===== config.mk =====
export PLATFORM = sky130hd
export DESIGN_NAME = pwm_period_timer
export DESIGN_NICKNAME = d
export VERILOG_FILES = /design/src/rtl/pwm_timebase_pkg.sv /design/src/rtl/pwm_tb_regs.sv /design/src/rtl/pwm_tb_lindiv.sv /design/src/rtl/pwm_tb_clksel.sv /design/src/rtl/pwm_tb_counter.sv /design/src/rtl/pwm_period_timer.sv
export SDC_FILE = /design/constraint.sdc
export NUM_CORES = 1
export LEC_CHECK = 0
export BUFFER_PORTS_ARGS = -buffer_cell sky130_fd_sc_hd__buf_2
export CAP_MARGIN = 40
export CORE_MARGIN = 8
export CORE_UTILIZATION = 55
export CTS_CLUSTER_DIAMETER = 30
export DETAILED_ROUTE_END_ITERATION = 10
export PLACE_DENSITY = 0.77
export SYNTH_ARGS = -nofsm -noshare
export SYNTH_HDL_FRONTEND = slang
export SYNTH_SLANG_ARGS = --single-unit

===== constraint.sdc =====
create_clock -name clk -period 3.5 [get_ports clk]
set_input_delay 0 -clock clk [delete_from_list [all_inputs] [get_ports clk]]
set_output_delay 0 -clock clk [all_outputs]
set_load 0.02 [all_outputs]

===== src/rtl/pwm_timebase_pkg.sv =====
package pwm_timebase_pkg;
   localparam int unsigned ADR_CFG     = 0;
   localparam int unsigned ADR_DIV     = 1;
   localparam int unsigned ADR_PRD     = 2;
   localparam int unsigned ADR_DUTY    = 3;
   localparam int unsigned CFG_SEL_LSB = 4;

   typedef enum logic {
      ALIGN_EDGE   = 1'b0,
      ALIGN_CENTER = 1'b1
   } align_e;
endpackage


===== src/rtl/pwm_tb_regs.sv =====
module pwm_tb_regs
   import pwm_timebase_pkg::*;
#(
   parameter int unsigned DATA_W = 32,
   parameter int unsigned CNT_W  = 16,
   parameter int unsigned DIV_W  = 8,
   parameter int unsigned SEL_W  = 4,
   parameter int unsigned ADDR_W = 2
) (
   input  logic              clk,
   input  logic              rst_n,
   input  logic              wr_en,
   input  logic [ADDR_W-1:0] wr_addr,
   input  logic [DATA_W-1:0] wr_data,
   input  logic              sw_lock,
   input  logic              hw_lock,
   output align_e            mode_shd,
   output logic [SEL_W-1:0]  sel,
   output logic [DIV_W-1:0]  div_a,
   output logic [DIV_W-1:0]  div_b,
   output logic [CNT_W-1:0]  prd_shd,
   output logic [CNT_W-1:0]  duty_shd
);
   logic prd_open;
   assign prd_open = !sw_lock && !hw_lock;

   always_ff @(posedge clk) begin
      if (!rst_n) begin
         mode_shd <= ALIGN_EDGE;
         sel      <= '0;
         div_a    <= '0;
         div_b    <= '0;
         prd_shd  <= '0;
         duty_shd <= '0;
      end else if (wr_en) begin
         case (wr_addr)
            ADDR_W'(ADR_CFG): begin
               mode_shd <= align_e'(wr_data[0]);
               sel      <= wr_data[CFG_SEL_LSB +: SEL_W];
            end
            ADDR_W'(ADR_DIV): begin
               div_a <= wr_data[0 +: DIV_W];
               div_b <= wr_data[DIV_W +: DIV_W];
            end
            ADDR_W'(ADR_PRD): begin
               if (prd_open) prd_shd <= wr_data[CNT_W-1:0];
            end
            ADDR_W'(ADR_DUTY): duty_shd <= wr_data[CNT_W-1:0];
            default: ;
         endcase
      end
   end
endmodule


===== src/rtl/pwm_tb_lindiv.sv =====
module pwm_tb_lindiv #(
   parameter int unsigned DIV_W = 8
) (
   input  logic             clk,
   input  logic             rst_n,
   input  logic [DIV_W-1:0] factor,
   output logic             tick
);
   logic [DIV_W-1:0] cnt;

   assign tick = (factor != '0) && (cnt >= factor - 1'b1);

   always_ff @(posedge clk) begin
      if (!rst_n)                    cnt <= '0;
      else if (factor == '0 || tick) cnt <= '0;
      else                           cnt <= cnt + 1'b1;
   end
endmodule


===== src/rtl/pwm_tb_clksel.sv =====
module pwm_tb_clksel #(
   parameter int unsigned NUM_TAPS = 11,
   parameter int unsigned DIV_W    = 8,
   parameter int unsigned SEL_W    = 4
) (
   input  logic             clk,
   input  logic             rst_n,
   input  logic [SEL_W-1:0] sel,
   input  logic [DIV_W-1:0] div_a,
   input  logic [DIV_W-1:0] div_b,
   output logic             tick
);
   localparam int unsigned PRE_W = NUM_TAPS - 1;
   localparam int unsigned N_DIV = 2;

   logic [PRE_W-1:0]    pre;
   logic [NUM_TAPS-1:0] tap_tick;
   logic [DIV_W-1:0]    factors [N_DIV];
   logic [N_DIV-1:0]    div_tick;

   always_ff @(posedge clk) begin
      if (!rst_n) pre <= '0;
      else        pre <= pre + 1'b1;
   end

   assign tap_tick[0] = 1'b1;
   generate
      for (genvar k = 1; k < NUM_TAPS; k++) begin : g_tap
         assign tap_tick[k] = &pre[k-1:0];
      end
   endgenerate

   assign factors[0] = div_a;
   assign factors[1] = div_b;

   generate
      for (genvar d = 0; d < N_DIV; d++) begin : g_div
         pwm_tb_lindiv #(.DIV_W(DIV_W)) u_div (
            .clk    (clk),
            .rst_n  (rst_n),
            .factor (factors[d]),
            .tick   (div_tick[d])
         );
      end
   endgenerate

   always_comb begin
      tick = 1'b0;
      if (sel < SEL_W'(NUM_TAPS))           tick = tap_tick[sel];
      else if (sel == SEL_W'(NUM_TAPS))     tick = div_tick[0];
      else if (sel == SEL_W'(NUM_TAPS + 1)) tick = div_tick[1];
   end
endmodule


===== src/rtl/pwm_tb_counter.sv =====
module pwm_tb_counter
   import pwm_timebase_pkg::*;
#(
   parameter int unsigned CNT_W = 16
) (
   input  logic             clk,
   input  logic             rst_n,
   input  logic             tick,
   input  align_e           mode_shd,
   input  logic [CNT_W-1:0] prd_shd,
   input  logic [CNT_W-1:0] duty_shd,
   output logic [CNT_W-1:0] cnt,
   output logic [CNT_W-1:0] prd_act,
   output align_e           mode_act,
   output logic             period_end,
   output logic             wave
);
   logic [CNT_W-1:0] duty_act;
   logic             dir_down;

   always_ff @(posedge clk) begin
      if (!rst_n) begin
         cnt        <= '0;
         prd_act    <= '0;
         duty_act   <= '0;
         mode_act   <= ALIGN_EDGE;
         dir_down   <= 1'b0;
         period_end <= 1'b0;
      end else begin
         period_end <= 1'b0;
         if (tick) begin
            if (prd_act == '0) begin
               cnt      <= '0;
               dir_down <= 1'b0;
               prd_act  <= prd_shd;
               duty_act <= duty_shd;
               mode_act <= mode_shd;
            end else if (mode_act == ALIGN_EDGE) begin
               if (cnt >= prd_act - 1'b1) begin
                  cnt        <= '0;
                  period_end <= 1'b1;
                  dir_down   <= 1'b0;
                  prd_act    <= prd_shd;
                  duty_act   <= duty_shd;
                  mode_act   <= mode_shd;
               end else begin
                  cnt <= cnt + 1'b1;
               end
            end else if (!dir_down) begin
               cnt <= cnt + 1'b1;
               if (cnt + 1'b1 >= prd_act) dir_down <= 1'b1;
            end else begin
               if (cnt <= CNT_W'(1)) begin
                  cnt        <= '0;
                  period_end <= 1'b1;
                  dir_down   <= 1'b0;
                  prd_act    <= prd_shd;
                  duty_act   <= duty_shd;
                  mode_act   <= mode_shd;
               end else begin
                  cnt <= cnt - 1'b1;
               end
            end
         end
      end
   end

   assign wave = cnt < duty_act;
endmodule


===== src/rtl/pwm_period_timer.sv =====
module pwm_period_timer
   import pwm_timebase_pkg::*;
#(
   parameter int unsigned DATA_W   = 32,
   parameter int unsigned CNT_W    = 16,
   parameter int unsigned DIV_W    = 8,
   parameter int unsigned NUM_TAPS = 11,
   parameter int unsigned ADDR_W   = 2
) (
   input  logic              clk,
   input  logic              rst_n,
   input  logic              wr_en,
   input  logic [ADDR_W-1:0] wr_addr,
   input  logic [DATA_W-1:0] wr_data,
   input  logic              sw_lock,
   input  logic              hw_lock,
   output logic              wave_out,
   output logic              period_end,
   output logic [CNT_W-1:0]  cnt_value
);
   localparam int unsigned SEL_W = $clog2(NUM_TAPS + 2);

   generate
      if (CNT_W > DATA_W)                    begin : g_err_cnt  $error("CNT_W exceeds DATA_W"); end
      if (2 * DIV_W > DATA_W)                begin : g_err_div  $error("divider fields exceed DATA_W"); end
      if (CFG_SEL_LSB + SEL_W > DATA_W)      begin : g_err_sel  $error("select field exceeds DATA_W"); end
      if (NUM_TAPS < 2)                      begin : g_err_tap  $error("NUM_TAPS must be at least 2"); end
      if (ADDR_W < 2)                        begin : g_err_adr  $error("ADDR_W must cover four registers"); end
   endgenerate

   align_e           mode_shd;
   align_e           mode_act;
   logic [SEL_W-1:0] sel;
   logic [DIV_W-1:0] div_a;
   logic [DIV_W-1:0] div_b;
   logic [CNT_W-1:0] prd_shd;
   logic [CNT_W-1:0] duty_shd;
   logic [CNT_W-1:0] prd_act;
   logic             tick;

   pwm_tb_regs #(
      .DATA_W(DATA_W), .CNT_W(CNT_W), .DIV_W(DIV_W), .SEL_W(SEL_W), .ADDR_W(ADDR_W)
   ) u_regs (
      .clk      (clk),
      .rst_n    (rst_n),
      .wr_en    (wr_en),
      .wr_addr  (wr_addr),
      .wr_data  (wr_data),
      .sw_lock  (sw_lock),
      .hw_lock  (hw_lock),
      .mode_shd (mode_shd),
      .sel      (sel),
      .div_a    (div_a),
      .div_b    (div_b),
      .prd_shd  (prd_shd),
      .duty_shd (duty_shd)
   );

   pwm_tb_clksel #(
      .NUM_TAPS(NUM_TAPS), .DIV_W(DIV_W), .SEL_W(SEL_W)
   ) u_clksel (
      .clk   (clk),
      .rst_n (rst_n),
      .sel   (sel),
      .div_a (div_a),
      .div_b (div_b),
      .tick  (tick)
   );

   pwm_tb_counter #(.CNT_W(CNT_W)) u_cnt (
      .clk        (clk),
      .rst_n      (rst_n),
      .tick       (tick),
      .mode_shd   (mode_shd),
      .prd_shd    (prd_shd),
      .duty_shd   (duty_shd),
      .cnt        (cnt_value),
      .prd_act    (prd_act),
      .mode_act   (mode_act),
      .period_end (period_end),
      .wave       (wave_out)
   );
endmodule


==> impl_table.tex, run 1 <==
\begin{tabular}{lr}
\hline
Metric & Value \\
\hline
\multicolumn{2}{l}{\textbf{Synth}} \\
Xor and xnor fraction of the mapped netlist area & 6.81\% \\
Count of flip-flops with a built-in enable after synthesis & 0 \\
Synth Area in Adders & 12.3\% \\
Fraction of synthesized area in multiplexers & 4.85\% \\
Number of library cell types mapped by synthesis & 65 \\
Net count after synthesis & 1,094 \\
Sequential share of the synthesized area & 33.2\% \\
Number of register bits inferred by synthesis & 130 \\
Synth warn & 0 \\
Share of synthesized registers carrying an async set or reset & 0\% \\
Most used flip-flop cell after synthesis & dfxtp\_1 \\
Cell area after synthesis & 0.00784 mm\^{}2 \\
Dominant combinational cell family by area after synthesis & simple AND/OR/NAND/NOR gates \\
Average cell area after synthesis & 8.02 um\^{}2 \\
Share of the synthesized area in compound gates (AO/OA/AOI/OAI) & 13.8\% \\
Cell count after synthesis & 978 \\
Simple-Gate Fraction of Synth Area & 23.4\% \\
\multicolumn{2}{l}{\textbf{CTS}} \\
Clock slew at the register clock pins of the worst setup and hold paths & 0.06 ns \\
CTS tree & built \\
Deepest clock path buffer count & 2 \\
Number of clock sinks & 130 \\
Number of levels the H-tree was split into & 4 \\
Root buffer cell & clkbuf\_16 \\
Later-pin clock latency in the skew report & 0.43 ns \\
TritonCTS Buffers & 17 \\
\multicolumn{2}{l}{\textbf{Place}} \\
Port Buffers & 40 \\
Instance area after placement & 0.00827 mm\^{}2 \\
Worst slack at placement & -0.181 ns \\
Final weighted congestion in routability-driven placement & 0.889 \\
Detailed placer's ending HPWL & 13,400 um \\
\multicolumn{2}{l}{\textbf{Detailed routing}} \\
Remaining routing DRC violations & 0 \\
Avg WL per Cell & 16.6 um \\
Via count normalized by instance count & 5.70 \\
DR iter-0 viols & 529 \\
Via total after detailed routing & 7,067 \\
Wirelength, routed & 20,500 um \\
DRT antenna net count & 0 \\
Router iterations before antenna repair & 5 \\
\multicolumn{2}{l}{\textbf{Power and ir drop}} \\
Switching share of total power & 27.4\% \\
Part of the total power dissipated in the clock network & 45.6\% \\
Switching power & 1.05 mW \\
Max VDD drop & 0.000304 V \\
Internal power of the cells & 2.77 mW \\
Leakage power figure & 3.95 nW \\
Areal power density over the cells & 411 mW/mm\^{}2 \\
Power share of the sequential group & 40.5\% \\
Combinational group share of total power & 13.9\% \\
\multicolumn{2}{l}{\textbf{Global route}} \\
Global-route wire length before repair & 32,900 um \\
Gr usage total & 22.0\% \\
Largest net degree at the start of global routing & 50 \\
Number of global-route vias before repair & 6,740 \\
Total global routing overflow & 0 \\
Antenna violations before repair & 0 \\
\multicolumn{2}{l}{\textbf{Die}} \\
Number of placement rows & 43 \\
Floorplan core area & 0.0139 mm\^{}2 \\
Count of pins on the block boundary & 57 \\
Die outline height & 135 um \\
Die Area & 0.0183 mm\^{}2 \\
Chip Width & 135 um \\
Effective utilization at floorplan & 56.5\% \\
\multicolumn{2}{l}{\textbf{Timing}} \\
Maximum frequency from static timing analysis & 284 MHz \\
Setup slack after layout & -0.0233 ns \\
RSZ-0062 raised after global routing & true \\
Share of the cycle needed by the critical path after routing & 101\% \\
Measured slew at the worst slew-check pin & 0.781 ns \\
Final setup violating endpoints & 9 \\
Slew margin rel. & 47.9\% \\
Time the worst path needs with I/O delays and setup & 3.52 ns \\
Count of final hold-check violations & 0 \\
Layout Skew & 0.00929 ns \\
Total count of max-transition violations in the final report & 0 \\
\multicolumn{2}{l}{\textbf{Critical path}} \\
Crit path buffers/inverters & 0 \\
Startpoint-to-endpoint class of the critical path & flip-flop to flip-flop \\
Worst path cell trace & nor3\_4 -> nand3\_2 -> nor3\_2 -> and3\_4 -> nand2\_4 -> nor4\_4 -> xnor2\_1 -> ha\_1 -> a41oi\_2 -> o21a\_1 -> o211ai\_1 -> a21bo\_4 -> nand2\_2 -> or3b\_1 -> a21oi\_1 \\
Largest incremental delay on the critical path & 0.37 ns \\
Worst setup EP type & flip-flop \\
Element type at the critical path start & flip-flop \\
Kind of cell with the highest combined delay on the critical path & simple AND/OR/NAND/NOR gates \\
Maximum fanout count along the critical path & 6 \\
Critical path data arrival time & 3.87 ns \\
Library cell contributing the largest single delay on the critical path & or3b\_1 \\
Worst endpoint required time & 3.85 ns \\
\multicolumn{2}{l}{\textbf{Cells and area}} \\
Most common cell after layout, fill and taps aside & nand2\_1 \\
Fraction of final layout cells with drive strength greater than 1 & 14.3\% \\
Leading cell types in the layout, fill and taps excluded & 209 x nand2\_1, 127 x dfxtp\_1, 76 x ha\_1, 74 x a21oi\_1, 65 x nor2\_1 \\
Post-route cell area & 0.00928 mm\^{}2 \\
Layout-stage area growth over the synthesis result & 18.4\% \\
Number of antenna repair diodes & 0 \\
Final net count & 1,162 \\
\multicolumn{2}{l}{\textbf{Hold path}} \\
Class of the tightest hold or removal check & primary input to flip-flop \\
\multicolumn{2}{l}{\textbf{Status}} \\
Outcome & complete, but fails checks \\
Violations in the final reports & negative setup slack \\
\multicolumn{2}{l}{\textbf{Job}} \\
Count of maximum capacitance violations & 0 \\
\hline
\end{tabular}
[path summary, 6_finish.rpt]
| path | from | to | slack [ns] | cells past startpoint |
|---|---|---|---|---|
| worst max-delay path | u_cnt.prd_act[1] | u_cnt.cnt[5] | -0.02 | 15 |
| worst min-delay path | wr_addr[1] | u_regs.div_a[2] | 0.04 | 4 |
| worst max register to register | u_cnt.prd_act[1] | u_cnt.cnt[5] | -0.02 | 15 |
| worst min register to register | u_cnt.duty_act[13] | u_cnt.duty_act[13] | 0.46 | 2 |
[cell type report]
class	count	area, um^2
tap	180	225
inverter	52	200
clock buffer	20	457
sequential	130	2610
fill	1130	4600
clock inverter	12	121
timing repair buffer	96	699
multi-input combinational	749	4970
[sequential cells by signal (all words and copies together) (netlist names), 4 cells and up]
register                  cells
u_clksel.pre                 10
u_regs.div_a                  8
u_regs.duty_shd              16
u_cnt.cnt                    16
u_cnt.prd_act                16
u_regs.sel                    4
u_clksel.g_div.u_div.cnt     16
u_cnt.duty_act               16
u_regs.div_b                  8
u_regs.prd_shd               16
[per-layer routing]
metal  vias up  global-route usage (%)  part of all wire (%)
met3        54                    4.08                   5.5
met2       218                    36.3                    48
met5         -                       0                     0
met1      3278                    27.7                    44
li1       3517                       -                     -
met4         0                    9.19                   3.0
[worst reg2reg max path, stage by stage (launching register included)]
cell      delay [ns]
dfxtp_4         0.36
nor3_4          0.22
nand3_2         0.11
nor3_2          0.26
and3_4          0.25
nand2_4         0.07
nor4_4          0.27
xnor2_1         0.14
ha_1            0.34
a41oi_2         0.15
o21a_1          0.18
o211ai_1        0.14
a21bo_4         0.28
nand2_2         0.15
or3b_1          0.37
a21oi_1         0.14
[repair_timing]
item	in CTS	in global routing
setup buffers	3	7
cloned	1	2
hold buffers	16	0
pin swaps	2	25
resized for setup	5	28
hold endpoints to repair	53	0
setup endpoints to repair	44	51
[power groups by stage]
stage	logic (mW)	registers, mW	clock network, mW
2_1_floorplan	0.349	1.57	0
3_3_place_gp	0.429	1.57	0
3_5_place_dp	0.439	1.57	0
4_1_cts	0.487	1.54	1.76
5_1_grt	0.577	1.55	1.83
6_report	0.532	1.54	1.74
[cells in the mapped netlist, drive strengths merged (5+ instances only)]
| cell type | instances | share of area (%) |
|---|---|---|
| nand3b | 5 | 0.48 |
| nand4 | 12 | 0.96 |
| a211oi | 6 | 0.57 |
| and2 | 6 | 0.48 |
| xor2 | 29 | 3.2 |
| o21ai | 21 | 1.3 |
| nand2 | 213 | 10 |
| o31ai | 7 | 0.67 |
| nand2b | 6 | 0.48 |
| and3 | 7 | 0.56 |
| mux2i | 38 | 4.8 |
| ha | 77 | 12 |
| nor4 | 11 | 1.1 |
| dfxtp | 130 | 33 |
| clkbuf | 38 | 1.8 |
| buf | 12 | 1.4 |
| nor3 | 18 | 1.2 |
| nand3 | 36 | 2.3 |
| inv | 52 | 2.5 |
| xnor2 | 32 | 3.6 |
| a21o | 13 | 1.2 |
| a21oi | 76 | 5.0 |
| nor2 | 67 | 3.4 |
| a22oi | 5 | 0.48 |
[cell families (layout without fill, tap and decap cells)]
logic type	Yosys count	count (layout)
compound gates	168	168
xor+xnor	61	61
fa+ha+maj	77	77
buf+inv	102	180
flops	130	130
mux	38	38
simple gates	402	405
[metrics by stage]
stage	instances	util [%]	total power, mW	hold WS (ns)	TNS [ns]
global placement	1176	59.5	2.00	0.275	-0.903
floorplan	978	-	1.92	0.136	0
global route	1239	66.9	3.96	0.0750	-5.64
finish	1239	66.9	3.81	0.0431	-0.0803
detailed placement	1178	59.6	2.01	0.282	-3.38
CTS	1230	65.4	3.79	0.0240	-0.0266
(Power assumes the default switching activity.)
==> run 2: changes to the inputs <==
Settings changed: SYNTH_HIERARCHICAL set to 1.
==> impl_table.tex, run 2 <==
\begin{tabular}{lr}
\hline
Metric & Value \\
\hline
\multicolumn{2}{l}{\textbf{Power and ir drop}} \\
Max VDD drop & 0.000334 V \\
Leakage power figure & 4.14 nW \\
Areal power density over the cells & 427 mW/mm\^{}2 \\
Power consumption & 4.18 mW \\
\multicolumn{2}{l}{\textbf{Synth}} \\
Cell count after synthesis & 952 \\
Cell area after synthesis & 0.00820 mm\^{}2 \\
Most used flip-flop cell after synthesis & dfxtp\_1 \\
Number of library cell types mapped by synthesis & 71 \\
Ranking of synthesized cells by area & dfxtp\_1 32\%, ha\_1 11\%, nand2\_1 8.8\%, mux2i\_1 7.1\%, xnor2\_1 5.6\% \\
Synth warn & 6 \\
Number of register bits inferred by synthesis & 130 \\
Fraction of synthesized area in multiplexers & 7.08\% \\
Synth Area in Adders & 11.4\% \\
Count of flip-flops with a built-in enable after synthesis & 0 \\
Share of synthesized registers carrying an async set or reset & 0\% \\
Simple-Gate Fraction of Synth Area & 21.5\% \\
Dominant combinational cell family by area after synthesis & simple AND/OR/NAND/NOR gates \\
Net count after synthesis & 1,066 \\
Portion of synthesized cell area occupied by the leading cell type & 31.7\% \\
Share of the synthesized area in compound gates (AO/OA/AOI/OAI) & 15.2\% \\
Dominant cell by count in the synthesized netlist & nand2\_1 \\
Sequential share of the synthesized area & 31.7\% \\
Average cell area after synthesis & 8.61 um\^{}2 \\
Cell type contributing the most total cell area after synthesis & dfxtp\_1 \\
Xor and xnor fraction of the mapped netlist area & 7.37\% \\
Top cell types by occurrence after synthesis & 192 x nand2\_1, 130 x dfxtp\_1, 75 x ha\_1 \\
\multicolumn{2}{l}{\textbf{Global route}} \\
Antenna violations before repair & 0 \\
Number of global-route vias before repair & 6,618 \\
Global-route wire length before repair & 32,600 um \\
Gr usage total & 20.4\% \\
Largest net degree at the start of global routing & 95 \\
Total global routing overflow & 0 \\
\multicolumn{2}{l}{\textbf{Detailed routing}} \\
Via count normalized by instance count & 5.78 \\
DRT antenna net count & 0 \\
DR iter-0 viols & 509 \\
Remaining routing DRC violations & 0 \\
Router iterations before antenna repair & 6 \\
Avg WL per Cell & 17.1 um \\
Wirelength, routed & 21,000 um \\
Via total after detailed routing & 7,079 \\
\multicolumn{2}{l}{\textbf{Critical path}} \\
Maximum fanout count along the critical path & 8 \\
Critical path data arrival time & 3.95 ns \\
Startpoint-to-endpoint class of the critical path & flip-flop to flip-flop \\
Kind of cell with the highest combined delay on the critical path & simple AND/OR/NAND/NOR gates \\
Count of cells along the worst register-to-register path & 18 \\
Most frequent cell on the critical path & buf\_6 \\
Element type at the critical path start & flip-flop \\
Worst setup EP type & flip-flop \\
RR Startpoint & u\_cnt/prd\_act[2] \\
Crit path buffers/inverters & 5 \\
Levels on crit path & 18 \\
Library cell contributing the largest single delay on the critical path & or3\_4 \\
Register-to-register path setup slack & -0.12 ns \\
Worst path cell trace & nor3\_2 -> nand4\_1 -> nor4\_2 -> buf\_4 -> nand2\_4 -> buf\_6 -> nor2\_2 -> xnor2\_1 -> ha\_1 -> nand4\_1 -> or3\_4 -> o31ai\_4 -> buf\_6 -> o21ai\_4 -> a21oi\_4 -> buf\_6 -> buf\_16 -> mux2i\_1 \\
Largest incremental delay on the critical path & 0.42 ns \\
Worst reg2reg endpoint & u\_cnt/prd\_act[6] \\
Worst endpoint required time & 3.83 ns \\
\multicolumn{2}{l}{\textbf{Die}} \\
Effective utilization at floorplan & 56.4\% \\
Die outline height & 138 um \\
Chip Width & 138 um \\
Number of placement rows & 44 \\
Die Area & 0.0191 mm\^{}2 \\
Floorplan core area & 0.0145 mm\^{}2 \\
Count of pins on the block boundary & 57 \\
\multicolumn{2}{l}{\textbf{Place}} \\
Detailed placer's ending HPWL & 14,000 um \\
Placed Cells & 1,162 \\
Final weighted congestion in routability-driven placement & 0.907 \\
Worst slack at placement & -0.0700 ns \\
Port Buffers & 40 \\
\multicolumn{2}{l}{\textbf{CTS}} \\
Number of levels the H-tree was split into & 4 \\
Deepest clock path buffer count & 2 \\
Root buffer cell & clkbuf\_16 \\
Later-pin clock latency in the skew report & 0.42 ns \\
TritonCTS Buffers & 17 \\
Number of clock sinks & 130 \\
CTS tree & built \\
Clock slew at the register clock pins of the worst setup and hold paths & 0.06 ns \\
\multicolumn{2}{l}{\textbf{Cells and area}} \\
Total area of multi-input combinational cells & 0.00530 mm\^{}2 \\
Filler Cell Count & 1,142 \\
Register cell area after layout & 0.00261 mm\^{}2 \\
Final net count & 1,142 \\
Fraction of final layout cells with drive strength greater than 1 & 17.6\% \\
Layout-stage area growth over the synthesis result & 19.1\% \\
Leading cell types in the layout, fill and taps excluded & 190 x nand2\_1, 127 x dfxtp\_1, 74 x ha\_1, 58 x mux2i\_1, 51 x xnor2\_1 \\
Most common cell after layout, fill and taps aside & nand2\_1 \\
Final standard cell count with taps included and fillers excluded & 1,224 \\
Number of antenna repair diodes & 0 \\
\multicolumn{2}{l}{\textbf{Job}} \\
Count of maximum capacitance violations & 0 \\
\multicolumn{2}{l}{\textbf{Timing}} \\
RSZ-0062 raised after global routing & true \\
Slew margin rel. & 37.0\% \\
Final total negative setup slack & -1.32 ns \\
Share of the cycle needed by the critical path after routing & 104\% \\
Measured slew at the worst slew-check pin & 0.920 ns \\
Total count of max-transition violations in the final report & 0 \\
Count of final hold-check violations & 0 \\
Maximum frequency from static timing analysis & 276 MHz \\
Layout Skew & 0.0104 ns \\
Final setup violating endpoints & 32 \\
Setup slack after layout & -0.124 ns \\
Time the worst path needs with I/O delays and setup & 3.62 ns \\
\multicolumn{2}{l}{\textbf{Hold path}} \\
Min-Delay Endpoint & u\_regs/sel[3] \\
Start point of the worst hold path & wr\_addr[1] \\
Hold Path Depth & 4 \\
Class of the tightest hold or removal check & primary input to flip-flop \\
\multicolumn{2}{l}{\textbf{Status}} \\
Violations in the final reports & negative setup slack \\
Outcome & complete, but fails checks \\
\hline
\end{tabular}
[run 2: cell count changes after synthesis, sizes merged, moves of 12 or more]
cell and change:
mux2i +20, a21oi -48, nand3 -12, nand2 -21, xor2 -12, a21boi +34
nor2 -33, o21a +13, xnor2 +20
[run 2: worst register-to-register path: cells and delay by family, from the launching register on]
| family | cells | cell delay [ns] |
|---|---|---|
| and+or+nand+nor | 7 | 1.36 |
| adders and majority gates | 1 | 0.30 |
| DFF | 1 | 0.32 |
| buffers and inverters | 5 | 0.74 |
| xor gates and xnor gates | 1 | 0.08 |
| muxes | 1 | 0.24 |
| AOI/OAI and AO/OA | 3 | 0.49 |
[run 2: how the worst max path moves through the flow]
stage,start,to
finish,u_cnt/prd_act[2],u_cnt/prd_act[6]
global route,u_cnt/prd_act[2],u_cnt/prd_act[6]
CTS,u_cnt/prd_act[2],u_cnt/prd_act[12]
floorplan,u_cnt/prd_act[2],u_cnt/duty_act[0]
detailed placement,u_regs/div_b[0],u_cnt/cnt[1]
global placement,u_cnt/prd_act[2],u_cnt/cnt[5]
[run 2: stage by stage]
stage                     util [%]  hold slack [ns]  area, um^2
after floorplan                  -            0.122        8200
after global placement        59.6            0.296        8660
after detailed placement      59.6            0.298        8660
after CTS                     65.9            0.118        9580
after global routing          67.2            0.143        9770
final                         67.2            0.136        9770
[run 2: cell type report]
| cell class | instances | area share [%] |
|---|---|---|
| Clock inverter | 11 | 1.32 |
| Clock buffer | 20 | 4.78 |
| Multi-Input combinational cell | 721 | 54.2 |
| Timing Repair Buffer | 108 | 8.70 |
| Tap cell | 184 | 2.36 |
| Inverter | 50 | 1.95 |
| Sequential cell | 130 | 26.7 |
[run 2: metal layers]
metal | vias up | global-route usage, % | routed length [um]
met1 | 3323 | 25.4 | 9240
li1 | 3458 | - | -
met5 | - | 0 | 0
met4 | 0 | 8.75 | 539
met3 | 50 | 3.97 | 1140
met2 | 248 | 33.6 | 10000
[run 2: where the power goes]
group          internal, mW  switching (mW)  total, mW
Combinational         0.380           0.446      0.825
Clock                  1.10           0.671       1.77
Sequential             1.52          0.0568       1.58
[run 2: kinds of logic (layout without fill, tap and decap cells)]
logic type,Yosys count,after routing
AO/OA/AOI/OAI,160,160
buffers and inverters,101,189
flip-flops,130,130
XOR/XNOR,69,69
adder cells (fa/ha/maj),75,75
AND/OR/NAND/NOR,359,359
multiplexers,58,58
[run 2: repair_timing]
| item | CTS | global route |
|---|---|---|
| cloned | 2 | 2 |
| hold buffers | 16 | 0 |
| pin swaps | 3 | 7 |
| endpoints found under the hold margin | 53 | 0 |
| buffers inserted | 6 | 6 |
| endpoints found under the setup margin | 38 | 50 |
| resized for setup | 16 | 36 |
==> run 3: changes to the inputs <==
Settings changed: ABC_AREA set to 1, CTS_CLUSTER_DIAMETER 30 to 80, PLACE_DENSITY 0.77 to 0.76.
==> impl_table.tex, run 3 <==
\begin{tabular}{lr}
\hline
Metric & Value \\
\hline
\multicolumn{2}{l}{\textbf{Place}} \\
Port Buffers & 40 \\
Placed Cells & 1,410 \\
Final weighted congestion in routability-driven placement & 0.884 \\
Detailed placer's ending HPWL & 13,500 um \\
Worst slack at placement & 0.266 ns \\
Instance area after placement & 0.00863 mm\^{}2 \\
\multicolumn{2}{l}{\textbf{Critical path}} \\
Crit path buffers/inverters & 4 \\
Critical path data arrival time & 3.45 ns \\
Worst path cell trace & inv\_1 -> nand3\_1 -> nor3\_2 -> nand3\_1 -> inv\_1 -> nand4\_1 -> nor3\_1 -> xor2\_1 -> ha\_1 -> nand2\_1 -> inv\_1 -> nand3\_1 -> nor2\_1 -> nand3\_1 -> nand4\_4 -> nand3\_4 -> buf\_12 -> nor2\_1 -> nor2\_2 \\
Worst setup EP type & flip-flop \\
Startpoint-to-endpoint class of the critical path & flip-flop to flip-flop \\
Critical path destination & u\_cnt/prd\_act[15] \\
Critical path startpoint & u\_cnt/prd\_act[1] \\
Library cell contributing the largest single delay on the critical path & ha\_1 \\
Worst endpoint required time & 3.81 ns \\
RR Startpoint & u\_cnt/prd\_act[1] \\
Maximum fanout count along the critical path & 32 \\
Element type at the critical path start & flip-flop \\
Count of cells along the worst register-to-register path & 19 \\
Largest incremental delay on the critical path & 0.30 ns \\
Worst reg2reg endpoint & u\_cnt/prd\_act[15] \\
Kind of cell with the highest combined delay on the critical path & simple AND/OR/NAND/NOR gates \\
Most frequent cell on the critical path & nand3\_1 \\
Levels on crit path & 19 \\
Register-to-register path setup slack & 0.36 ns \\
\multicolumn{2}{l}{\textbf{Detailed routing}} \\
Via total after detailed routing & 7,481 \\
Via count normalized by instance count & 5.11 \\
Remaining routing DRC violations & 0 \\
Avg WL per Cell & 13.3 um \\
DRT antenna net count & 0 \\
Wirelength, routed & 19,500 um \\
Router iterations before antenna repair & 5 \\
DR iter-0 viols & 543 \\
\multicolumn{2}{l}{\textbf{Timing}} \\
Total count of max-transition violations in the final report & 0 \\
Count of final hold-check violations & 0 \\
Layout Skew & 0.00971 ns \\
Final setup violating endpoints & 0 \\
Final total negative setup slack & 0 ns \\
Share of the cycle needed by the critical path after routing & 89.8\% \\
Slew margin rel. & 58.5\% \\
RSZ-0062 raised after global routing & false \\
Time the worst path needs with I/O delays and setup & 3.14 ns \\
Maximum frequency from static timing analysis & 318 MHz \\
Measured slew at the worst slew-check pin & 0.621 ns \\
Hold Worst Slack & 0.0394 ns \\
Setup slack after layout & 0.356 ns \\
\multicolumn{2}{l}{\textbf{Synth}} \\
Cell area after synthesis & 0.00831 mm\^{}2 \\
Average cell area after synthesis & 6.87 um\^{}2 \\
Most used flip-flop cell after synthesis & dfxtp\_1 \\
Top cell types by occurrence after synthesis & 251 x nor2\_1, 214 x nand2\_1, 156 x inv\_1 \\
Synth warn & 6 \\
Count of flip-flops with a built-in enable after synthesis & 0 \\
Ranking of synthesized cells by area & dfxtp\_1 31\%, nor2\_1 11\%, ha\_1 11\%, nand2\_1 9.7\%, inv\_1 7.0\% \\
Share of synthesized registers carrying an async set or reset & 0\% \\
Dominant cell by count in the synthesized netlist & nor2\_1 \\
Sequential share of the synthesized area & 31.3\% \\
Cell count after synthesis & 1,210 \\
Portion of synthesized cell area occupied by the leading cell type & 31.3\% \\
Cell type contributing the most total cell area after synthesis & dfxtp\_1 \\
Number of register bits inferred by synthesis & 130 \\
Net count after synthesis & 1,324 \\
Number of library cell types mapped by synthesis & 38 \\
\multicolumn{2}{l}{\textbf{CTS}} \\
Number of clock sinks & 130 \\
Root buffer cell & clkbuf\_16 \\
Deepest clock path buffer count & 2 \\
Clock slew at the register clock pins of the worst setup and hold paths & 0.06 ns \\
Later-pin clock latency in the skew report & 0.42 ns \\
CTS tree & built \\
Number of levels the H-tree was split into & 4 \\
TritonCTS Buffers & 17 \\
\multicolumn{2}{l}{\textbf{Power and ir drop}} \\
Areal power density over the cells & 732 mW/mm\^{}2 \\
Leakage power figure & 4.75 nW \\
Max VDD drop & 0.000466 V \\
Power consumption & 6.94 mW \\
\multicolumn{2}{l}{\textbf{Hold path}} \\
Class of the tightest hold or removal check & primary input to flip-flop \\
Hold Path Depth & 4 \\
Start point of the worst hold path & wr\_addr[1] \\
\multicolumn{2}{l}{\textbf{Die}} \\
Die outline height & 139 um \\
Number of placement rows & 45 \\
Chip Width & 139 um \\
Effective utilization at floorplan & 55.5\% \\
Count of pins on the block boundary & 57 \\
Die Area & 0.0193 mm\^{}2 \\
Floorplan core area & 0.0150 mm\^{}2 \\
\multicolumn{2}{l}{\textbf{Global route}} \\
Total global routing overflow & 0 \\
Largest net degree at the start of global routing & 65 \\
Gr usage total & 20.2\% \\
Number of global-route vias before repair & 6,979 \\
Global-route wire length before repair & 32,600 um \\
Antenna violations before repair & 0 \\
\multicolumn{2}{l}{\textbf{Cells and area}} \\
Final core area utilization & 63.3\% \\
Number of antenna repair diodes & 0 \\
Leading cell types in the layout, fill and taps excluded & 250 x nor2\_1, 214 x nand2\_1, 156 x inv\_1, 130 x dfxtp\_1, 75 x ha\_1 \\
Most common cell after layout, fill and taps aside & nor2\_1 \\
Final standard cell count with taps included and fillers excluded & 1,463 \\
Final net count & 1,376 \\
Fraction of final layout cells with drive strength greater than 1 & 11.5\% \\
Filler Cell Count & 1,377 \\
Layout-stage area growth over the synthesis result & 14.0\% \\
Post-route cell area & 0.00947 mm\^{}2 \\
\multicolumn{2}{l}{\textbf{Status}} \\
Outcome & completed \\
\multicolumn{2}{l}{\textbf{Job}} \\
Count of maximum capacitance violations & 0 \\
\hline
\end{tabular}
run 3: repair_timing:
action                                 CTS  global route
endpoints found under the hold margin   54             0
hold buffers                            20             0
setup endpoints to repair                0            38
resized for setup                        0             5
buffers inserted                         0             0
run 3: final cells by class:
class,count,area [um^2],share of cell area [%]
Multi-Input combinational cell,878,4890,51.6
Sequential cell,130,2600,27.5
Inverter,163,612,6.46
Timing Repair Buffer,72,546,5.76
Clock buffer,21,460,4.86
Tap cell,188,235,2.48
Clock inverter,11,129,1.36
run 3: per-layer routing:
metal / vias to the layer above / global-route usage (%) / part of all wire, %
met3: 32 / 4.23 / 4.4
met2: 154 / 33.0 / 46
met1: 3367 / 25.5 / 48
met5: - / 0 / 0
met4: 0 / 7.80 / 1.8
li1: 3928 / - / -
run 3: power breakdown:
group / total (mW) / switching (mW) / leakage (nW) / internal (mW)
combinational: 3.29 / 2.07 / 3.40 / 1.22
sequential: 1.87 / 0.194 / 1.06 / 1.68
clock: 1.77 / 0.678 / 0.284 / 1.09
run 3: worst min-delay path by stage:
stage / to / slack (ns)
4_1_cts: u_regs/div_b[5] / 0.02
6_report: u_regs/div_a[1] / 0.04
3_3_place_gp: u_regs/div_a[3] / 0.28
5_1_grt: u_regs/div_a[2] / 0.05
3_5_place_dp: u_clksel/pre[1] / 0.24
2_1_floorplan: u_regs/div_a[0] / 0.13
run 3: logic make-up (layout without fill, tap and decap cells):
logic type      after synthesis  after routing  share of synthesized area [%]
compound gates              137            137                           8.75
fa+ha+maj                    75             75                           11.3
simple gates                607            607                           32.2
buf+inv                     202            267                           10.2
xor+xnor                     59             59                           6.22
flops                       130            130                           31.3
run 3: worst min-delay path, stage by stage:
cell and delay [ns]:
buf_2 0.13, nor2_4 0.09, o21ai_0 0.14, nor2_1 0.04
